`config.mk`:
```
export PLATFORM = sky130hd
export DESIGN_NAME = stagger_seq
export DESIGN_NICKNAME = d
export VERILOG_FILES = /design/src/rtl/stagger_pkg.sv /design/src/rtl/stagger_timer.sv /design/src/rtl/stagger_chan_bank.sv /design/src/rtl/stagger_seq.sv
export SDC_FILE = /design/constraint.sdc
export NUM_CORES = 1
export LEC_CHECK = 0
export ABC_AREA = 1
export BUFFER_PORTS_ARGS = -buffer_cell sky130_fd_sc_hd__buf_2
export CAP_MARGIN = 30
export CORE_MARGIN = 4
export CORE_UTILIZATION = 40
export CTS_BUF_LIST = sky130_fd_sc_hd__clkbuf_4 sky130_fd_sc_hd__clkbuf_8
export DETAILED_ROUTE_END_ITERATION = 10
export GPL_TIMING_DRIVEN = 0
export SETUP_SLACK_MARGIN = 0.05
export SLEW_MARGIN = 5
export SYNTH_ARGS = -nofsm -noshare
export SYNTH_HDL_FRONTEND = slang
export SYNTH_SLANG_ARGS = --single-unit
```
`constraint.sdc`:
```
create_clock -name clk -period 2.1 [get_ports clk]
set_input_delay 0 -clock clk [delete_from_list [all_inputs] [get_ports clk]]
set_output_delay 0 -clock clk [all_outputs]
set_load 0.005 [all_outputs]
```
`src/rtl/stagger_pkg.sv`:
```
package stagger_pkg;

    // Phase of the shared step timer
    typedef enum logic {
        PH_IDLE = 1'b0,
        PH_RUN  = 1'b1
    } seq_phase_e;

    // Width needed to hold values 0..v-1, never less than one bit
    function automatic int unsigned width_for(input int unsigned v);
        int unsigned w;
        w = 1;
        while ((1 << w) < v) w++;
        return w;
    endfunction

endpackage

```
`src/rtl/stagger_timer.sv`:
```
module stagger_timer
    import stagger_pkg::*;
#(
    parameter int unsigned N_CH     = 16,
    parameter int unsigned STEP_CYC = 4
) (
    input  logic            clk,
    input  logic            rst,
    input  logic            start,
    output logic            busy,
    output logic [N_CH-1:0] upd_sel
);
    localparam int unsigned IW = width_for(N_CH);
    localparam int unsigned TW = width_for(STEP_CYC);

    seq_phase_e    ph_q;
    logic [TW-1:0] tick_q;
    logic [IW-1:0] idx_q;
    logic          last_tick;

    assign last_tick = (tick_q == TW'(STEP_CYC - 1));
    assign busy      = (ph_q == PH_RUN);

    generate
        for (genvar n = 0; n < N_CH; n++) begin : g_sel
            if (n == 0) begin : g_first
                assign upd_sel[n] = start;
            end else begin : g_rest
                assign upd_sel[n] = !start && busy && last_tick
                                    && (int'(idx_q) + 1 == n);
            end
        end
    endgenerate

    always_ff @(posedge clk) begin
        if (rst) begin
            ph_q   <= PH_IDLE;
            tick_q <= '0;
            idx_q  <= '0;
        end else if (start) begin
            ph_q   <= (N_CH > 1) ? PH_RUN : PH_IDLE;
            tick_q <= '0;
            idx_q  <= '0;
        end else if (busy) begin
            if (last_tick) begin
                tick_q <= '0;
                idx_q  <= idx_q + 1'b1;
                if (int'(idx_q) + 2 == N_CH) ph_q <= PH_IDLE;
            end else begin
                tick_q <= tick_q + 1'b1;
            end
        end
    end


    tick_range_chk: assert property (@(posedge clk) disable iff (rst)
        tick_q <= TW'(STEP_CYC - 1));


    sel_onehot_chk: assert property (@(posedge clk) disable iff (rst)
        $onehot0(upd_sel));


    idle_tick_chk: assert property (@(posedge clk) disable iff (rst)
        !busy |-> (tick_q == '0));

endmodule

```
`src/rtl/stagger_chan_bank.sv`:
```
module stagger_chan_bank #(
    parameter int unsigned N_CH = 16
) (
    input  logic            clk,
    input  logic            rst,
    input  logic [N_CH-1:0] upd_sel,
    input  logic [N_CH-1:0] next_val,
    output logic [N_CH-1:0] en_q
);
    generate
        for (genvar n = 0; n < N_CH; n++) begin : g_ch
            always_ff @(posedge clk) begin
                if (rst)              en_q[n] <= 1'b0;
                else if (upd_sel[n])  en_q[n] <= next_val[n];
            end
        end
    endgenerate


    only_selected_chk: assert property (@(posedge clk) disable iff (rst)
        ((en_q ^ $past(en_q)) & ~$past(upd_sel)) == '0);

endmodule

```
`src/rtl/stagger_seq.sv`:
```
module stagger_seq
    import stagger_pkg::*;
#(
    parameter int unsigned N_CH     = 16,
    parameter int unsigned STEP_CYC = 4
) (
    input  logic            clk,
    input  logic            rst,
    input  logic [N_CH-1:0] onoff_i,
    input  logic            blank_i,
    output logic [N_CH-1:0] chan_en_o
);
    logic [N_CH-1:0] target;
    logic [N_CH-1:0] snap_q;
    logic [N_CH-1:0] next_val;
    logic [N_CH-1:0] upd_sel;
    logic            start;
    logic            busy;

    assign target   = blank_i ? '0 : onoff_i;
    assign start    = !rst && (target != snap_q);
    assign next_val = start ? target : snap_q;

    always_ff @(posedge clk) begin
        if (rst)        snap_q <= '0;
        else if (start) snap_q <= target;
    end

    stagger_timer #(.N_CH(N_CH), .STEP_CYC(STEP_CYC)) u_timer (
        .clk     (clk),
        .rst     (rst),
        .start   (start),
        .busy    (busy),
        .upd_sel (upd_sel)
    );

    stagger_chan_bank #(.N_CH(N_CH)) u_bank (
        .clk      (clk),
        .rst      (rst),
        .upd_sel  (upd_sel),
        .next_val (next_val),
        .en_q     (chan_en_o)
    );


    blank_no_rise_chk: assert property (@(posedge clk) disable iff (rst)
        blank_i |=> ((chan_en_o & ~$past(chan_en_o)) == '0));


    single_change_chk: assert property (@(posedge clk) disable iff (rst)
        $countones(chan_en_o ^ $past(chan_en_o)) <= 1);


    idle_match_chk: assert property (@(posedge clk) disable iff (rst)
        (!busy && !start) |-> (chan_en_o == snap_q));


    first_chan_chk: assert property (@(posedge clk) disable iff (rst)
        start |=> (chan_en_o[0] == $past(target[0])));

endmodule

```
==> metrics.yaml <==
ant_nets: 0
max_cap_viol_count: 0
r2r_cells: 8
coreArea_sq_mm: 0.005886
cts_root_buf: "clkbuf_8"
power_switching_mw: 0.3899
slew_headroom: 0.6653
die-width_um: 85.72
num_antenna_cells: 0
grt_max_degree: 12
ys_seq_elements: 39
setup_tns_ps: 0
max_freq_mhz: 564.0
gp_congestion: 0.9197
numCtsBuffers: 5
reg2reg_slack_ps: 330
reg2reg_to: "u_bank.en_q[4]"
grt_overflow: 0
final_nets: 440
clock_path_buffers: 2
seq_power_share: 0.517
synth_area_per_cell_sq_um: 6.443
clk_pin_slew_worst_paths_ps: 80
crit_path_end_kind: "flip-flop"
holdPathStages: 3
hold_viol: 0
die_y_um: 85.72
port_buffers: 32
fin_skew_ps: 4.260
area_growth_pct: 14.14
grt_usage: 0.1668
rows: 28
period_share: 0.8443
dr.pass1.iters: 4
grt_pass1_wl_mm: 9.639
final_core_util: 0.4685
avgRoutedWirePerCell_um: 11.65
initial_utilization: 0.4105
pwr-share-comb: 0.127
ios: 35
cp.arrival_ps: 1960
rsz0062_at_grt: "false"
cts_sinks: 39
finalSetupViolations: 0
postCtsHoldBufs: 0
clkPwrFrac: 0.356
first_iter_violations: 95
finalMaxSlewViolations: 0
synth.cell_area_sq_mm: 0.002416
drt_wl_total_mm: 5.696
r2r_start: "u_timer.tick_q[0]"
yosysUniqueCellTypes: 23
antenna_found_initial: 0
drive_gt1_frac: 0.1667
hold_path_startpoint: "onoff_i[0]"
seq_area_frac_synth: 0.3231
ir_worst_vdd_mv: 0.2637
synthCells: 375
fp.dieArea_sq_mm: 0.007348
cts-resized-gates: 0
hp-class: "in2reg"
post_cts_buffers: 0
via_per_inst: 4.667
clk_latency_ps: 290
ys_warn_count: 0
syn_nets: 401
cts_tree: "built"
min_delay_worst_endpoint: "u_bank.en_q[0]"
grt_pass1_vias: 2088
drc: 0
cp_max_fo: 10
internal_power_mw: 1.085
htreeDepth: 2
dp_hpwl_mm: 4.342
dr_total_vias: 2282
min_period_ps: 1773
critPathLaunchType: "flip-flop"
worstSetupPathType: "reg2reg"
p_per_area_mw_per_mm2: 534.9
status: "finished clean"
worst_pin_slew_ps: 502.1
leakagePower_nw: 1.387
holdWs_ps: 27.21
cp.required_ps: 2290
swShare: 0.2643
cell usage after synthesis:
library cell,instances,area (sq um)
nand3_2,15,150.1
ha_1,7,87.58
nor2_1,62,232.7
nand3b_1,15,112.6
nand3_1,12,60.06
clkinv_1,1,3.750
nor3_1,1,5.000
dfxtp_1,39,780.8
nand2_1,131,491.7
buf_12,1,20.02
buf_6,3,33.78
inv_1,42,157.7
inv_8,1,11.26
buf_2,4,20.02
nand4_1,2,12.51
a21oi_1,22,110.1
clkbuf_1,3,11.26
nor2_2,2,12.51
buf_8,2,30.03
o21ai_0,5,25.02
xor2_1,2,17.52
nand2_4,2,22.52
o31ai_1,1,7.510
flip-flops by register name (all words and copies together), names as in the netlist:
| name | count |
|---|---|
| snap_q | 16 |
| u_timer.busy | 1 |
| u_bank.en_q | 16 |
| u_timer.tick_q | 2 |
| u_timer.idx_q | 4 |
how the worst max path moves through the flow:
| stage | to | start | depth (start not counted) |
|---|---|---|---|
| 2_1_floorplan | u_bank.en_q[1] | u_timer.tick_q[0] | 8 |
| 3_3_place_gp | u_bank.en_q[4] | u_timer.tick_q[0] | 8 |
| 3_5_place_dp | u_bank.en_q[4] | u_timer.tick_q[0] | 8 |
| 4_1_cts | u_bank.en_q[4] | u_timer.tick_q[0] | 8 |
| 5_1_grt | u_bank.en_q[6] | u_timer.tick_q[0] | 8 |
| 6_report | u_bank.en_q[4] | u_timer.tick_q[0] | 8 |
cell families (layout without fill, tap and decap cells):
group | after synthesis | after routing | share of synthesized area
XOR/XNOR | 2 | 2 | 0.007251
buffers and inverters | 57 | 96 | 0.1191
AO/OA/AOI/OAI | 28 | 28 | 0.05904
adder cells (fa/ha/maj) | 7 | 7 | 0.03625
flip-flops | 39 | 39 | 0.3231
AND/OR/NAND/NOR | 242 | 242 | 0.4552
stage by stage:
| step | power (mW) | setup slack (ps) | instance area (sq um) | instances |
|---|---|---|---|---|
| after floorplan | 0.9122 | 545.3 | 2416 | 375 |
| after global placement | 0.9658 | 311.8 | 2670 | 482 |
| after detailed placement | 0.9685 | 307.3 | 2670 | 482 |
| after CTS | 1.497 | 293.3 | 2758 | 489 |
| after global routing | 1.561 | 139.0 | 2758 | 489 |
| final | 1.475 | 327.0 | 2758 | 489 |
placed cells by master (no fill, tap or decap):
master    netlist  routed
clkbuf_8        0       6
nor3_1          1       1
inv_1          42      42
nand3b_1       15      15
o21ai_0         5       5
nor2_1         62      62
dfxtp_1        39      39
nand2_4         2       2
clkinv_2        0       1
nand2_1       131     131
buf_8           2       2
clkinv_1        1       1
o31ai_1         1       1
xor2_1          2       2
buf_12          1       1
nor2_2          2       2
inv_8           1       1
ha_1            7       7
nand4_1         2       2
nand3_1        12      12
a21oi_1        22      22
nand3_2        15      15
buf_2           4      36
buf_6           3       3
clkbuf_1        3       3
power by group through the flow:
stage	combinational, mW	clock (mW)	sequential, mW
floorplan	0.134	0	0.778
global placement	0.186	0	0.780
detailed placement	0.188	0	0.780
CTS	0.189	0.546	0.763
global route	0.212	0.583	0.766
finish	0.187	0.525	0.763
cell type report:
type / instances / area (sq um)
Clock inverter: 1 / 5.005
Multi-Input combinational cell: 279 / 1348
Clock buffer: 6 / 82.58
Sequential cell: 39 / 780.7
Tap cell: 75 / 93.84
Inverter: 44 / 172.7
Timing Repair Buffer: 32 / 160.2
Fill cell: 637 / 3128
Buffer: 13 / 115.1
critical path: stages, from the launching register on:
cell	delay [ps]
dfxtp_1	330
ha_1	230
nand2_1	190
clkinv_1	350
buf_2	330
nand3_2	120
nand2_1	50
nand2_1	50
nor2_1	30
metal layers:
layer  routed length, um  GRT usage  vias to the layer above
met5                   0          0                        -
met2                2667     0.2818                       30
met3                 214    0.03362                        6
met4                  67    0.04748                        0
met1                2746     0.2152                     1010
li1                    -          -                     1236
Power figures use the tool's default switching activity.
